$ cat config.mk
export PLATFORM = sky130hd
export DESIGN_NAME = baud_search_engine
export DESIGN_NICKNAME = d
export VERILOG_FILES = /design/src/rtl/baud_search_pkg.sv /design/src/rtl/baud_ratio_div.sv /design/src/rtl/baud_pair_scan.sv /design/src/rtl/baud_search_engine.sv
export SDC_FILE = /design/constraint.sdc
export NUM_CORES = 1
export LEC_CHECK = 0
export BUFFER_PORTS_ARGS = -buffer_cell sky130_fd_sc_hd__buf_2
export CORE_UTILIZATION = 66
export CTS_BUF_LIST = sky130_fd_sc_hd__clkbuf_16
export CTS_CLUSTER_SIZE = 30
export DETAILED_ROUTE_END_ITERATION = 7
export PLACE_DENSITY = 0.95
export SLEW_MARGIN = 20
export SYNTH_ARGS = -nofsm -noshare
export SYNTH_HDL_FRONTEND = slang
export SYNTH_SLANG_ARGS = --single-unit
$ cat constraint.sdc
create_clock -name clk -period 13.25 [get_ports clk]
set_input_delay 1.9875 -clock clk [delete_from_list [all_inputs] [get_ports clk]]
set_output_delay 1.9875 -clock clk [all_outputs]
set_load 0.05 [all_outputs]
$ cat src/rtl/baud_search_pkg.sv
package baud_search_pkg;

    // Width of a factor product; 7 * 32768 needs 18 bits
    localparam int PROD_W = 18;
    localparam int PRE_W  = 2;
    localparam int SCL_W  = 4;

    typedef struct packed {
        logic [PRE_W-1:0] pre;
        logic [SCL_W-1:0] scl;
    } pair_t;

    typedef enum logic {
        SCAN_IDLE = 1'b0,
        SCAN_RUN  = 1'b1
    } scan_state_e;

    function automatic logic [PROD_W-1:0] pre_factor(input logic [PRE_W-1:0] i);
        case (i)
            2'd0:    return PROD_W'(2);
            2'd1:    return PROD_W'(3);
            2'd2:    return PROD_W'(5);
            default: return PROD_W'(7);
        endcase
    endfunction

    function automatic logic [PROD_W-1:0] scl_factor(input logic [SCL_W-1:0] i);
        if (i < SCL_W'(4))
            return PROD_W'({i, 1'b0}) + PROD_W'(2);
        else
            return PROD_W'(1) << i;
    endfunction

    function automatic logic [PROD_W-1:0] pair_product(input pair_t p);
        return PROD_W'(pre_factor(p.pre) * scl_factor(p.scl));
    endfunction

endpackage

$ cat src/rtl/baud_ratio_div.sv
module baud_ratio_div #(
    parameter int W = 32
) (
    input  logic         clk,
    input  logic         rst,
    input  logic         load,
    input  logic [W-1:0] dividend,
    input  logic [W-1:0] divisor,
    output logic         running,
    output logic         valid,
    output logic [W-1:0] quotient
);
    localparam int CNT_W = $clog2(W);
    localparam logic [CNT_W-1:0] LAST = CNT_W'(W - 1);

    logic [W-1:0]     dvd_q;
    logic [W-1:0]     dvs_q;
    logic [W-1:0]     rem_q;
    logic [W-1:0]     quo_q;
    logic [CNT_W-1:0] cnt_q;

    logic [W:0]   rem_sh;
    logic [W-1:0] rem_nxt;
    logic         q_bit;

    always_comb begin
        rem_sh = {rem_q, dvd_q[W-1]};
        if (rem_sh >= {1'b0, dvs_q}) begin
            rem_nxt = W'(rem_sh - {1'b0, dvs_q});
            q_bit   = 1'b1;
        end else begin
            rem_nxt = rem_sh[W-1:0];
            q_bit   = 1'b0;
        end
    end

    always_ff @(posedge clk) begin
        if (rst) begin
            dvd_q   <= '0;
            dvs_q   <= '0;
            rem_q   <= '0;
            quo_q   <= '0;
            cnt_q   <= '0;
            running <= 1'b0;
            valid   <= 1'b0;
        end else begin
            valid <= 1'b0;
            if (load) begin
                dvd_q   <= dividend;
                dvs_q   <= divisor;
                rem_q   <= '0;
                quo_q   <= '0;
                cnt_q   <= '0;
                running <= 1'b1;
            end else if (running) begin
                dvd_q <= dvd_q << 1;
                rem_q <= rem_nxt;
                quo_q <= {quo_q[W-2:0], q_bit};
                cnt_q <= cnt_q + 1'b1;
                if (cnt_q == LAST) begin
                    running <= 1'b0;
                    valid   <= 1'b1;
                end
            end
        end
    end

    assign quotient = quo_q;

    // the divider hands over exactly once per run
    assert_div_handover_R7: assert property (@(posedge clk) disable iff (rst)
        valid |-> !running && !$past(valid));

    // remainder never reaches the divisor during a run
    assert_rem_bound_R1: assert property (@(posedge clk) disable iff (rst)
        running && !$past(load) |-> rem_q < dvs_q);

endmodule

$ cat src/rtl/baud_pair_scan.sv
module baud_pair_scan
    import baud_search_pkg::*;
#(
    parameter int W = 32
) (
    input  logic         clk,
    input  logic         rst,
    input  logic         go,
    input  logic [W-1:0] ratio,
    output logic         active,
    output logic         done,
    output logic         sat,
    output pair_t        result
);
    scan_state_e state_q;
    logic [W-1:0] ratio_q;
    pair_t        cur_q;
    logic         fits;

    assign fits   = W'(pair_product(cur_q)) >= ratio_q;
    assign active = (state_q == SCAN_RUN);

    always_ff @(posedge clk) begin
        if (rst) begin
            state_q <= SCAN_IDLE;
            ratio_q <= '0;
            cur_q   <= '0;
            result  <= '0;
            done    <= 1'b0;
            sat     <= 1'b0;
        end else begin
            done <= 1'b0;
            sat  <= 1'b0;
            case (state_q)
                SCAN_IDLE: begin
                    if (go) begin
                        ratio_q <= ratio;
                        cur_q   <= '0;
                        state_q <= SCAN_RUN;
                    end
                end
                default: begin
                    if (fits) begin
                        result  <= cur_q;
                        done    <= 1'b1;
                        state_q <= SCAN_IDLE;
                    end else if (&cur_q) begin
                        result  <= cur_q;
                        sat     <= 1'b1;
                        done    <= 1'b1;
                        state_q <= SCAN_IDLE;
                    end else begin
                        // scaler is the low field: carry steps the prescaler
                        cur_q <= pair_t'(cur_q + 1'b1);
                    end
                end
            endcase
        end
    end

    // fallback always reports the largest pair
    assert_sat_max_R5: assert property (@(posedge clk) disable iff (rst)
        sat |-> done && (&result.pre) && (&result.scl));

    // a hit meets the ratio and its predecessor in search order did not
    assert_first_fit_R4: assert property (@(posedge clk) disable iff (rst)
        done && !sat && (result != '0) |->
            (W'(pair_product(result)) >= ratio_q) &&
            (W'(pair_product(pair_t'(result - 1'b1))) < ratio_q));

endmodule

$ cat src/rtl/baud_search_engine.sv
module baud_search_engine
    import baud_search_pkg::*;
#(
    parameter int RATE_W = 32
) (
    input  logic              clk,
    input  logic              rst,
    input  logic              start,
    input  logic [RATE_W-1:0] clk_rate,
    input  logic [RATE_W-1:0] target_rate,
    output logic              busy,
    output logic              done,
    output logic              err,
    output logic              sat,
    output logic [PRE_W-1:0]  pre_idx,
    output logic [SCL_W-1:0]  scl_idx
);
    logic              accept;
    logic              zero_rate;
    logic              div_running;
    logic              div_valid;
    logic [RATE_W-1:0] ratio;
    logic              scan_active;
    logic              scan_done;
    logic              scan_sat;
    pair_t             pick;
    logic              err_q;

    assign busy      = div_running | div_valid | scan_active;
    assign zero_rate = (target_rate == '0);
    assign accept    = start && !busy;

    baud_ratio_div #(.W(RATE_W)) u_div (
        .clk      (clk),
        .rst      (rst),
        .load     (accept && !zero_rate),
        .dividend (clk_rate >> 1),
        .divisor  (target_rate),
        .running  (div_running),
        .valid    (div_valid),
        .quotient (ratio)
    );

    baud_pair_scan #(.W(RATE_W)) u_scan (
        .clk    (clk),
        .rst    (rst),
        .go     (div_valid),
        .ratio  (ratio),
        .active (scan_active),
        .done   (scan_done),
        .sat    (scan_sat),
        .result (pick)
    );

    always_ff @(posedge clk) begin
        if (rst) err_q <= 1'b0;
        else     err_q <= accept && zero_rate;
    end

    assign done    = scan_done | err_q;
    assign err     = err_q;
    assign sat     = scan_sat;
    assign pre_idx = pick.pre;
    assign scl_idx = pick.scl;

    // completion is a single-cycle pulse and ends the busy window
    assert_done_pulse_R9: assert property (@(posedge clk) disable iff (rst)
        done |=> !done);
    assert_done_idle_R9: assert property (@(posedge clk) disable iff (rst)
        done |-> !busy);

    // a refused request keeps the indices and never looks busy
    assert_err_keeps_idx_R6: assert property (@(posedge clk) disable iff (rst)
        err |-> $stable(pre_idx) && $stable(scl_idx) && !busy && !sat);

    // a start during a search cannot produce a refusal
    assert_busy_start_R8: assert property (@(posedge clk) disable iff (rst)
        busy && start |=> !err);

endmodule

======== Word-level counts from Yosys, hierarchy flattened ========
Index checks and enable logic that the tools add are counted.
Widths: inputs -> output; s select.
word-level totals
  bits in writable memories ............... 0
  latch bits .............................. 0
  memories kept ........................... 0
  output and inout port bits .............. 10
  register bits ........................... 183
  bits in read-only memories .............. 0
operators by class
  reduce and logical (&&, ||, !) cells .... 18
  eq/ne operators ......................... 5
  magnitude comparators ................... 3
  shifts and indexed selects .............. 1
  multipliers ............................. 1
  $add $sub $neg .......................... 4
  divide/modulo/power cells ............... 0
  bitwise gates (word level) .............. 5
  multiplexer cells ....................... 22
operators with widths
  cell                  count
  $mux 31               2
  $mux 6                6
  $ge 33x32->1          1
  $ge 18x32->1          1
  $logic_not 32->1      1
  $mux 32               1
  $sub 32x32->32        1
  $mul 3x18->18         1
  $mux 18               1
  $shl 1x4->18 const A  1
  $mux 1                11
  $pmux 3 s3            1
  $add 5x2->6 const B   1
  $add 6x1->6 const B   1
  $reduce_and 6->1      1
  $reduce_bool 2->1     3
  $reduce_or 3->1       2
  $add 5x1->5 const B   1
  $eq 5x5->1 const B    1
  $lt 4x3->1 const B    1
  $ne 2x2->1 const B    2
  $reduce_and 2->1      2
  $reduce_or 2->1       2
  $logic_and 1x1->1     3
  7 further kinds       11

======== Longest topological paths before layout ========
Gate-level depths: netlist of the first run.
  word-level depth ........................ 6
  mapped depth ............................ 27
  mapped depth without buffers ............ 26

======== Hierarchy ========
A second synthesis of the first run with hierarchy kept.
unflattened totals
  cells, all modules ...................... 1400
  area, all modules ....................... 11143.2 um^2
by module, submodules not included
  module              instances  area each (um^2)  seq. area each (um^2)  cells each
  baud_ratio_div      1          7201.9            2702.6                 879
  baud_pair_scan      1          3813.7            940.9                  503
  baud_search_engine  1          127.6             20.0                   18

======== Worst setup path after synthesis of the first run ========
Ideal clock, no wire load.
  path type ............................... flip-flop to flip-flop
  start point ............................. reg u_scan.cur_q[2] (netlist bit)
  end point ............................... reg u_scan.result[0] (netlist bit)
  slack ................................... 7827 ps
  setup time .............................. 128 ps
  stages on the path, launching flop included .. 26
  data arrival time ....................... 5295 ps
  data required time ...................... 13122 ps
  cells stage by stage .................... dfxtp_1 -> clkbuf_1 -> inv_1 -> ha_1 -> nor2_1 -> a21oi_1 -> nor2_1 -> o21ai_0 -> fa_1 -> inv_1 -> fa_1 -> a21o_1 -> a21oi_1 -> o21bai_1 -> a31o_2 -> a41oi_1 -> a211oi_1 -> o21a_1 -> nor2_1 -> xnor2_1 -> ha_1 -> o311ai_0 -> nor4_2 -> o21ai_1 -> mux2i_1 -> nor2_1
between the ends
  longest elaborated chain between the ends .. 6
ends and longest elaborated chain
  what                                       RTL line               RTL
  start, declared                            baud_pair_scan.sv:17   pair_t cur_q;
  start signal, assigned                     baud_pair_scan.sv:54   cur_q <= pair_t'(cur_q + 1'b1);
  $add 5x2->6, or another cell as far along  baud_search_pkg.sv:29  return PROD_W'({i, 1'b0}) + PROD_W'(2);
  $mux 18                                    baud_search_pkg.sv:28  if (i < SCL_W'(4))
  $mul 3x18->18                              baud_search_pkg.sv:35  return PROD_W'(pre_factor(p.pre) * scl_factor(p.scl));
  $ge 18x32->1                               baud_pair_scan.sv:20   assign fits = W'(pair_product(cur_q)) >= ratio_q;
  $reduce_bool 2->1 (no line)                n/a
  $reduce_and 2->1 (no line)                 n/a
  end signal, assigned                       baud_pair_scan.sv:44   result <= cur_q;
  end signal, assigned                       baud_pair_scan.sv:48   result <= cur_q;
  end, declared                              baud_pair_scan.sv:13   output pair_t result
Several ways; a longest one is shown, not always the timed one.
A chain may end at the register's enable or synchronous reset.

======== Worst setup path in the final report of the first run ========
  start point ............................. reg u_scan.cur_q[0] (netlist bit)
  end point ............................... reg u_scan.result[2] (netlist bit)
Same word-level chain as after synthesis.

==> results of run 1 <==
[metal layers]
metal | part of all wire, % | routed length (um) | GRT usage, % | up-vias
li1 | - | - | - | 4543
met1 | 41 | 10720 | 39.38 | 4482
met2 | 48 | 12750 | 56.44 | 491
met3 | 6.6 | 1740 | 7.179 | 110
met4 | 4.3 | 1131 | 17.02 | 0
met5 | 0 | 0 | 0 | -
[kinds of logic after synthesis]
group,count (synthesis),synth area share [%]
buffers and inverters,168,6.082
AO/OA/AOI/OAI,300,17.90
AND/OR/NAND/NOR,439,18.50
adder cells (fa/ha/maj),91,11.95
flip-flops,183,34.78
XOR/XNOR,43,3.576
other,2,0.07130
multiplexers,75,7.139
[layout make-up]
cell class / instances / area share, %
multi-input cells: 951 / 53.47
well taps: 211 / 2.259
inverters: 97 / 3.115
flip-flops and latches: 183 / 31.38
clock buffers: 17 / 3.640
clock inverters: 15 / 1.916
repair buffers: 85 / 4.218
[power breakdown]
group	switching, W	internal (W)	total (W)
Clock	0.000251	0.000294	0.000544
Combinational	0.000618	0.000461	0.00108
Sequential	0.0000475	0.000605	0.000652
Total	0.000916	0.00136	0.00228
[state kept, by name (all words and copies together) (netlist names)]
register        cells
u_scan.result       6
err                 1
u_scan.ratio_q     32
u_div.dvd_q        32
u_div.running       1
u_div.valid         1
u_div.rem_q        32
u_scan.active       1
u_div.cnt_q         5
u_scan.sat          1
u_scan.cur_q        6
u_div.dvs_q        32
u_scan.done         1
u_div.quotient     32
[worst max-delay path, stage by stage (launching register included)]
cell and delay [ns]:
dfxtp_1 0.48, ha_1 0.30, ha_1 0.27, nor2_1 0.09, a21oi_1 0.06, nor2_1 0.22
o21ai_0 0.19, fa_1 0.53, inv_1 0.07, fa_1 0.47, a21o_1 0.21, a21oi_1 0.21
o21bai_1 0.13, a31o_2 0.27, a41oi_1 0.32, a211oi_1 0.16, o21a_1 0.20, nor2_1 0.11
xnor2_1 0.18, ha_1 0.29, o311ai_0 0.58, nor4_2 0.21, o21ai_1 0.74, mux2i_1 0.27
nor2_1 0.06
[stage by stage]
step | area, um2 | hold slack (ns) | util, % | total power (W) | setup slack (ns)
after CTS | 11660 | 0.4568 | 75.86 | 0.002243 | 6.626
after detailed placement | 11010 | 0.4465 | 71.63 | 0.001675 | 6.980
after global placement | 10980 | 0.4432 | 71.45 | 0.001630 | 7.226
after global routing | 11690 | 0.4731 | 76.04 | 0.002392 | 6.044
after floorplan | 10540 | 0.4312 | - | 0.001471 | 7.827
final | 11690 | 0.4557 | 76.04 | 0.002276 | 6.500
[layout by cell type, fill, tap and decap left out, types with 13 or more instances in the layout]
cell type    n
a21o_1      24
inv_1       97
nand4_1     13
buf_2       74
nand2_1    200
a22oi_1     27
mux2i_1     74
nor4_1      18
clkbuf_16   17
nand2b_1    14
a211oi_1    36
o21ai_1     27
nand3_1     19
xnor2_1     28
xor2_1      15
a21oi_1    118
o21ai_0     17
fa_1        16
dfxtp_1    182
ha_1        75
nor2_1     121
[worst max path at each step]
stage	slack (ns)	to	cells past startpoint	startpoint
final	6.50	u_scan.result[2]	24	u_scan.cur_q[0]
after global routing	6.04	u_scan.result[5]	24	u_scan.cur_q[0]
after CTS	6.63	u_scan.result[2]	24	u_scan.cur_q[0]
after detailed placement	6.98	u_scan.result[3]	24	u_scan.cur_q[0]
after global placement	7.23	u_scan.cur_q[1]	26	u_scan.cur_q[0]
after floorplan	7.83	u_scan.result[0]	25	u_scan.cur_q[2]
==> out/metrics.csv, run 1 <==
stage,metric,value,unit
outcome,status,finished clean,
layout,multi-input logic area,6250,um2
synthesis,leading area contributor after synthesis,dfxtp_1,
drt,vias per cell,6.174,
grt,global-route wire length before repair,43960,um
synthesis,Seq cells post-synth,183,
timing,min cycle time layout,6.750,ns
drt,total number of vias,9626,
layout,share of cells above drive strength 1,10.24,%
timing,Post-Route Setup TNS,0,ns
drt,DR WL/cell,16.90,um
critical_path,CP Capture Type,flip-flop,
floorplanning,Placeable Area,15370,um2
place,Final GP Congestion,0.9352,
drt,post-route ant nets,0,
place,Inst Count DP,1526,
grt,overflow left after global routing,0,
hold_path,Hold Path Origin,u_div.dvs_q[21],
timing,slew margin rel.,34.42,%
synthesis,Ys Warns,0,
timing,max-slew violations,0,
grt,largest net degree at the start of global routing,94,
timing,RSZ-0062 raised after global routing,no,
layout,Fill cells,952,
synthesis,Gate Count Post-Synth,1301,
drt,1st-iter DRT viols,911,
floorplanning,Rows,45,
clock_tree,Clock transition at path regs,0.07,ns
place,DPL Wire Length,16660,um
critical_path,data required time of the worst path,13.54,ns
clock_tree,cts hold-fix bufs,0,
drt,DRT Pass-1 Iters,6,
power,leakage,4.939,nW
synthesis,ys flop type,dfxtp_1,
power,pwr/cell area,194.7,nW/um2
synthesis,Yosys cell types,59,
critical_path,Reg2Reg Setup Slack,6.50,ns
hold_path,Hold EP,u_div.dvs_q[21],
layout,Storage cell area,3667,um2
synthesis,post-synth design cell area,10530,um2
synthesis,"Seq/Total Area, Yosys",34.78,%
floorplanning,Die H,128.3,um
critical_path,Reg2Reg Launch Point,u_scan.cur_q[0],
floorplanning,die width,128.3,um
job,max-capacitance violation count,0,
drt,Residual DRC,0,
synthesis,"FFs w/ async S/R, synth",0,%
timing,Final Hold Fails,0,
clock_tree,clock buffer depth,2,
critical_path,kind of critical path,reg -> reg,
timing,Final Skew,0.01313,ns
synthesis,"top cells by count, synth","200 x nand2_1, 183 x dfxtp_1, 123 x nor2_1",
critical_path,Worst R2R Path Depth,24,
clock_tree,Num Clock Sinks,183,
synthesis,post-synthesis area per instance,8.096,um2
clock_tree,CTS tree,done,
layout,Nets,1493,
timing,Max Fclk,0.1482,GHz
critical_path,Worst R2R End,u_scan.result[2],
hold_path,Hold Crit Class,reg -> reg,
grt,vias in the first global route,9478,
power,worst IR drop on VDD,0.1536,mV
critical_path,peak fanout along the critical path,7,
synthesis,share of the synthesized area in the top cell type,34.78,%
floorplanning,Die ar.,16470,um2
timing,Slew @ Worst Pin,0.9747,ns
critical_path,CP Launch Type,flip-flop,
timing,crit share post-route,50.94,%
drt,Post-Route WL,26340,um
layout,Syn-to-layout area delta,10.96,%
grt,initial antenna violation count,0,
clock_tree,post_cts resized,0,
synthesis,most frequent cell after synthesis,nand2_1,
synthesis,number of synthesized flops with an enable pin,0,
timing,# setup viols final,0,
clock_tree,htree depth,4,
layout,n_diodes,0,
clock_tree,latest clock arrival within the worst-skew pair,0.44,ns
floorplanning,Boundary Pins,77,
clock_tree,clock root buffer,clkbuf_16,
synthesis,largest cells by area after synthesis,"dfxtp_1 35%, ha_1 8.9%, nand2_1 7.1%",
place,port bufs,75,
floorplanning,starting density of the core,68.52,%
hold_path,hold path cells,2,
layout,"non-filler cells, final",1559,
critical_path,CP arrival,7.04,ns
grt,total track usage,33.16,%
clock_tree,post-CTS setup buffers,0,
clock_tree,CTS buffer count,17,
Power figures use the tool's default switching activity.
==> inputs of run 2 (changes only) <==
Settings changed: CORE_UTILIZATION 66 to 55, PLACE_DENSITY 0.95 to 0.87.
Clock period 13.25 ns to 5.42 ns, I/O delays scaled along.
==> run 2 against run 1 <==
Compared with the run above:
- sequential power up 140%
- core utilization down 11 points
- global-route usage down 7.8 points
- count of clock-buffer cells in the layout unchanged
- first-iteration DRC count down 31%
- power up 140%
- register-to-register slack worse by 6.4 ns
- combinational power up 140%
- final cell count up 4.0%
- fmax up 28%
- critical path type unchanged
- critical endpoint is now u_scan.cur_q[1]
- largest cell class unchanged
==> out/metrics.csv, run 2 (synthesis gave the netlist of run 1 again) <==
stage,metric,value,unit,change
timing,Final Skew,0.01247,ns,-0.0006664 ns
floorplanning,Placeable Area,18770,um2,+22%
timing,Final Hold Fails,0,,unchanged
layout,Nets,1533,,+2.7%
place,Final GP Congestion,0.9416,,+0.68%
power,Sw Share,40.13,%,-0.15 points
layout,Fill cells,1439,,+51%
critical_path,CP Launch Type,flip-flop,,
grt,global-route wire length before repair,41030,um,-6.7%
critical_path,CP arrival,5.64,ns,-1.40 ns
timing,Post-Route Setup TNS,0,ns,unchanged
clock_tree,CTS tree,done,,
power,Clk pwr share,24.1,%,+0.2 points
power,sequential share of power,28.9,%,+0.2 points
drt,post-route ant nets,0,,unchanged
timing,Max Fclk,0.1894,GHz,+28%
layout,Syn-to-layout area delta,15.38,%,
clock_tree,CTS buffer count,17,,unchanged
grt,met2 Track Usage GR,44.13,%,-12 points
critical_path,peak fanout along the critical path,6,,-1
timing,slack of the critical path,0.1411,ns,-6.359 ns
timing,min cycle time layout,5.279,ns,-1.471 ns
layout,n_diodes,0,,unchanged
floorplanning,Die H,140.4,um,+9.4%
drt,DR WL/cell,15.18,um,-10%
critical_path,kind of critical path,reg -> reg,,
grt,overflow left after global routing,0,,unchanged
clock_tree,latest clock arrival within the worst-skew pair,0.45,ns,about the same
clock_tree,clock buffer depth,2,,unchanged
timing,slew margin rel.,24.88,%,-9.5 points
drt,Post-Route WL,24620,um,-6.5%
critical_path,data required time of the worst path,5.78,ns,-7.76 ns
timing,Min Hold Slack,0.4571,ns,+0.001441 ns
power,Sw Pwr,0.002194,W,+140%
power,pwr/cell area,449.8,nW/um2,+130%
floorplanning,starting density of the core,56.12,%,-12 points
floorplanning,Boundary Pins,77,,unchanged
drt,total number of vias,9359,,-2.8%
timing,Slew @ Worst Pin,1.127,ns,+0.1521 ns
critical_path,CP Capture Type,flip-flop,,
clock_tree,Clock transition at path regs,0.08,ns,about the same
hold_path,Hold Crit Class,reg -> reg,,
place,Place WS,-0.3856,ns,-7.366 ns
timing,max-slew violations,0,,unchanged
drt,DRT Pass-1 Iters,6,,unchanged
timing,# setup viols final,0,,unchanged
clock_tree,Num Clock Sinks,183,,unchanged
power,leakage,5.148,nW,+4.2%
timing,crit share post-route,97.40,%,+46 points
grt,busiest grt layer,met2,,
layout,"most common cell after layout, fill and taps aside",nand2_1,,
outcome,status,finished clean,,
drt,1st-iter DRT viols,626,,-31%
power,P_int,0.003273,W,+140%
clock_tree,clock root buffer,clkbuf_16,,
place,DPL Wire Length,16820,um,+0.95%
drt,Residual DRC,0,,unchanged
floorplanning,Rows,50,,+11%
layout,share of cells above drive strength 1,14.84,%,+4.6 points
grt,met1 usage,31.39,%,-8.0 points
place,port bufs,75,,unchanged
power,combinational power share,47.0,%,-0.4 points
drt,vias per cell,5.770,,-6.6%
layout,fin util,64.75,%,-11 points
floorplanning,Die ar.,19710,um2,+20%
grt,vias in the first global route,8983,,-5.2%
floorplanning,die width,140.4,um,+9.4%
job,max-capacitance violation count,0,,unchanged
clock_tree,cts hold-fix bufs,0,,unchanged
power,worst IR drop on VDD,0.3425,mV,+120%
grt,met3 global-route usage,4.342,%,-2.8 points
layout,most frequent cells in the layout,"200 x nand2_1, 180 x dfxtp_1, 118 x nor2_1",,
grt,total track usage,25.40,%,-7.8 points
clock_tree,htree depth,4,,unchanged
grt,largest net degree at the start of global routing,115,,+22%
grt,initial antenna violation count,1,,+1
run 2: changes by cell type in the layout (fill, tap and decap cells not counted), moves of 3 or more:
cell     previous run  this run
nor2_1            121       118
ha_1               75        69
a21oi_1           118       113
ha_4                0         4
nor2_2              2         5
buf_4               9        48
a21oi_2             0         5
run 2: power by group through the flow:
stage               sequential [W]  combinational (W)  clock, W
floorplan                  0.00158            0.00202         0
global placement           0.00160            0.00240         0
detailed placement         0.00161            0.00245         0
CTS                        0.00158            0.00251   0.00132
global route               0.00159            0.00281   0.00139
finish                     0.00158            0.00257   0.00132
run 2: final timing paths:
| kind | slack (ns) | to | depth (start not counted) | start |
|---|---|---|---|---|
| min | 0.46 | u_div.dvs_q[3] | 2 | u_div.dvs_q[3] |
| min reg2reg | 0.46 | u_div.dvs_q[3] | 2 | u_div.dvs_q[3] |
| max reg2reg | 0.14 | u_scan.cur_q[1] | 26 | u_scan.cur_q[0] |
| max | 0.14 | u_scan.cur_q[1] | 26 | u_scan.cur_q[0] |
run 2: final cells by class:
type                            count  area (um2)  share of cell area (%)
Multi-Input combinational cell    951        6410                   52.74
Clock buffer                       17       425.4                   3.500
Inverter                           97       364.1                   2.996
Tap cell                          234       292.8                   2.409
Sequential cell                   183        3675                   30.24
Clock inverter                     15       217.7                   1.791
Timing Repair Buffer              125       768.2                   6.321
run 2: worst max-delay path: stages, from the launching register on:
cell      delay (ns)
dfxtp_4         0.36
ha_4            0.17
ha_4            0.21
nor2_1          0.08
a21oi_1         0.05
nor2_2          0.17
o21ai_2         0.09
fa_1            0.54
inv_2           0.05
fa_2            0.34
a21o_1          0.17
a21oi_2         0.17
o21bai_1        0.12
a31o_2          0.24
a41oi_4         0.26
a211oi_2        0.12
o21a_1          0.22
nor2_2          0.14
xnor2_1         0.15
ha_2            0.21
nor4_1          0.04
o21ai_1         0.09
a21oi_2         0.06
nor4_4          0.54
nor2_2          0.10
or3_1           0.36
a21oi_1         0.14
run 2: metrics by stage:
| step | total power, W | area (um2) | cells |
|---|---|---|---|
| after floorplan | 0.003597 | 10540 | 1302 |
| after global placement | 0.003996 | 11270 | 1582 |
| after detailed placement | 0.004060 | 11270 | 1582 |
| after CTS | 0.005409 | 11980 | 1616 |
| after global routing | 0.005798 | 12150 | 1622 |
| final | 0.005467 | 12150 | 1622 |
run 2: timing repair:
item / in CTS / in global routing
pin swaps: 7 / 20
setup endpoints to repair: 15 / 14
gates resized for setup: 13 / 24
setup buffers: 2 / 5
run 2: routing by layer:
layer	share of wire [%]	up-vias
met5	0	-
met4	1.9	0
met3	5.0	45
met2	50	286
met1	43	4409
li1	-	4619
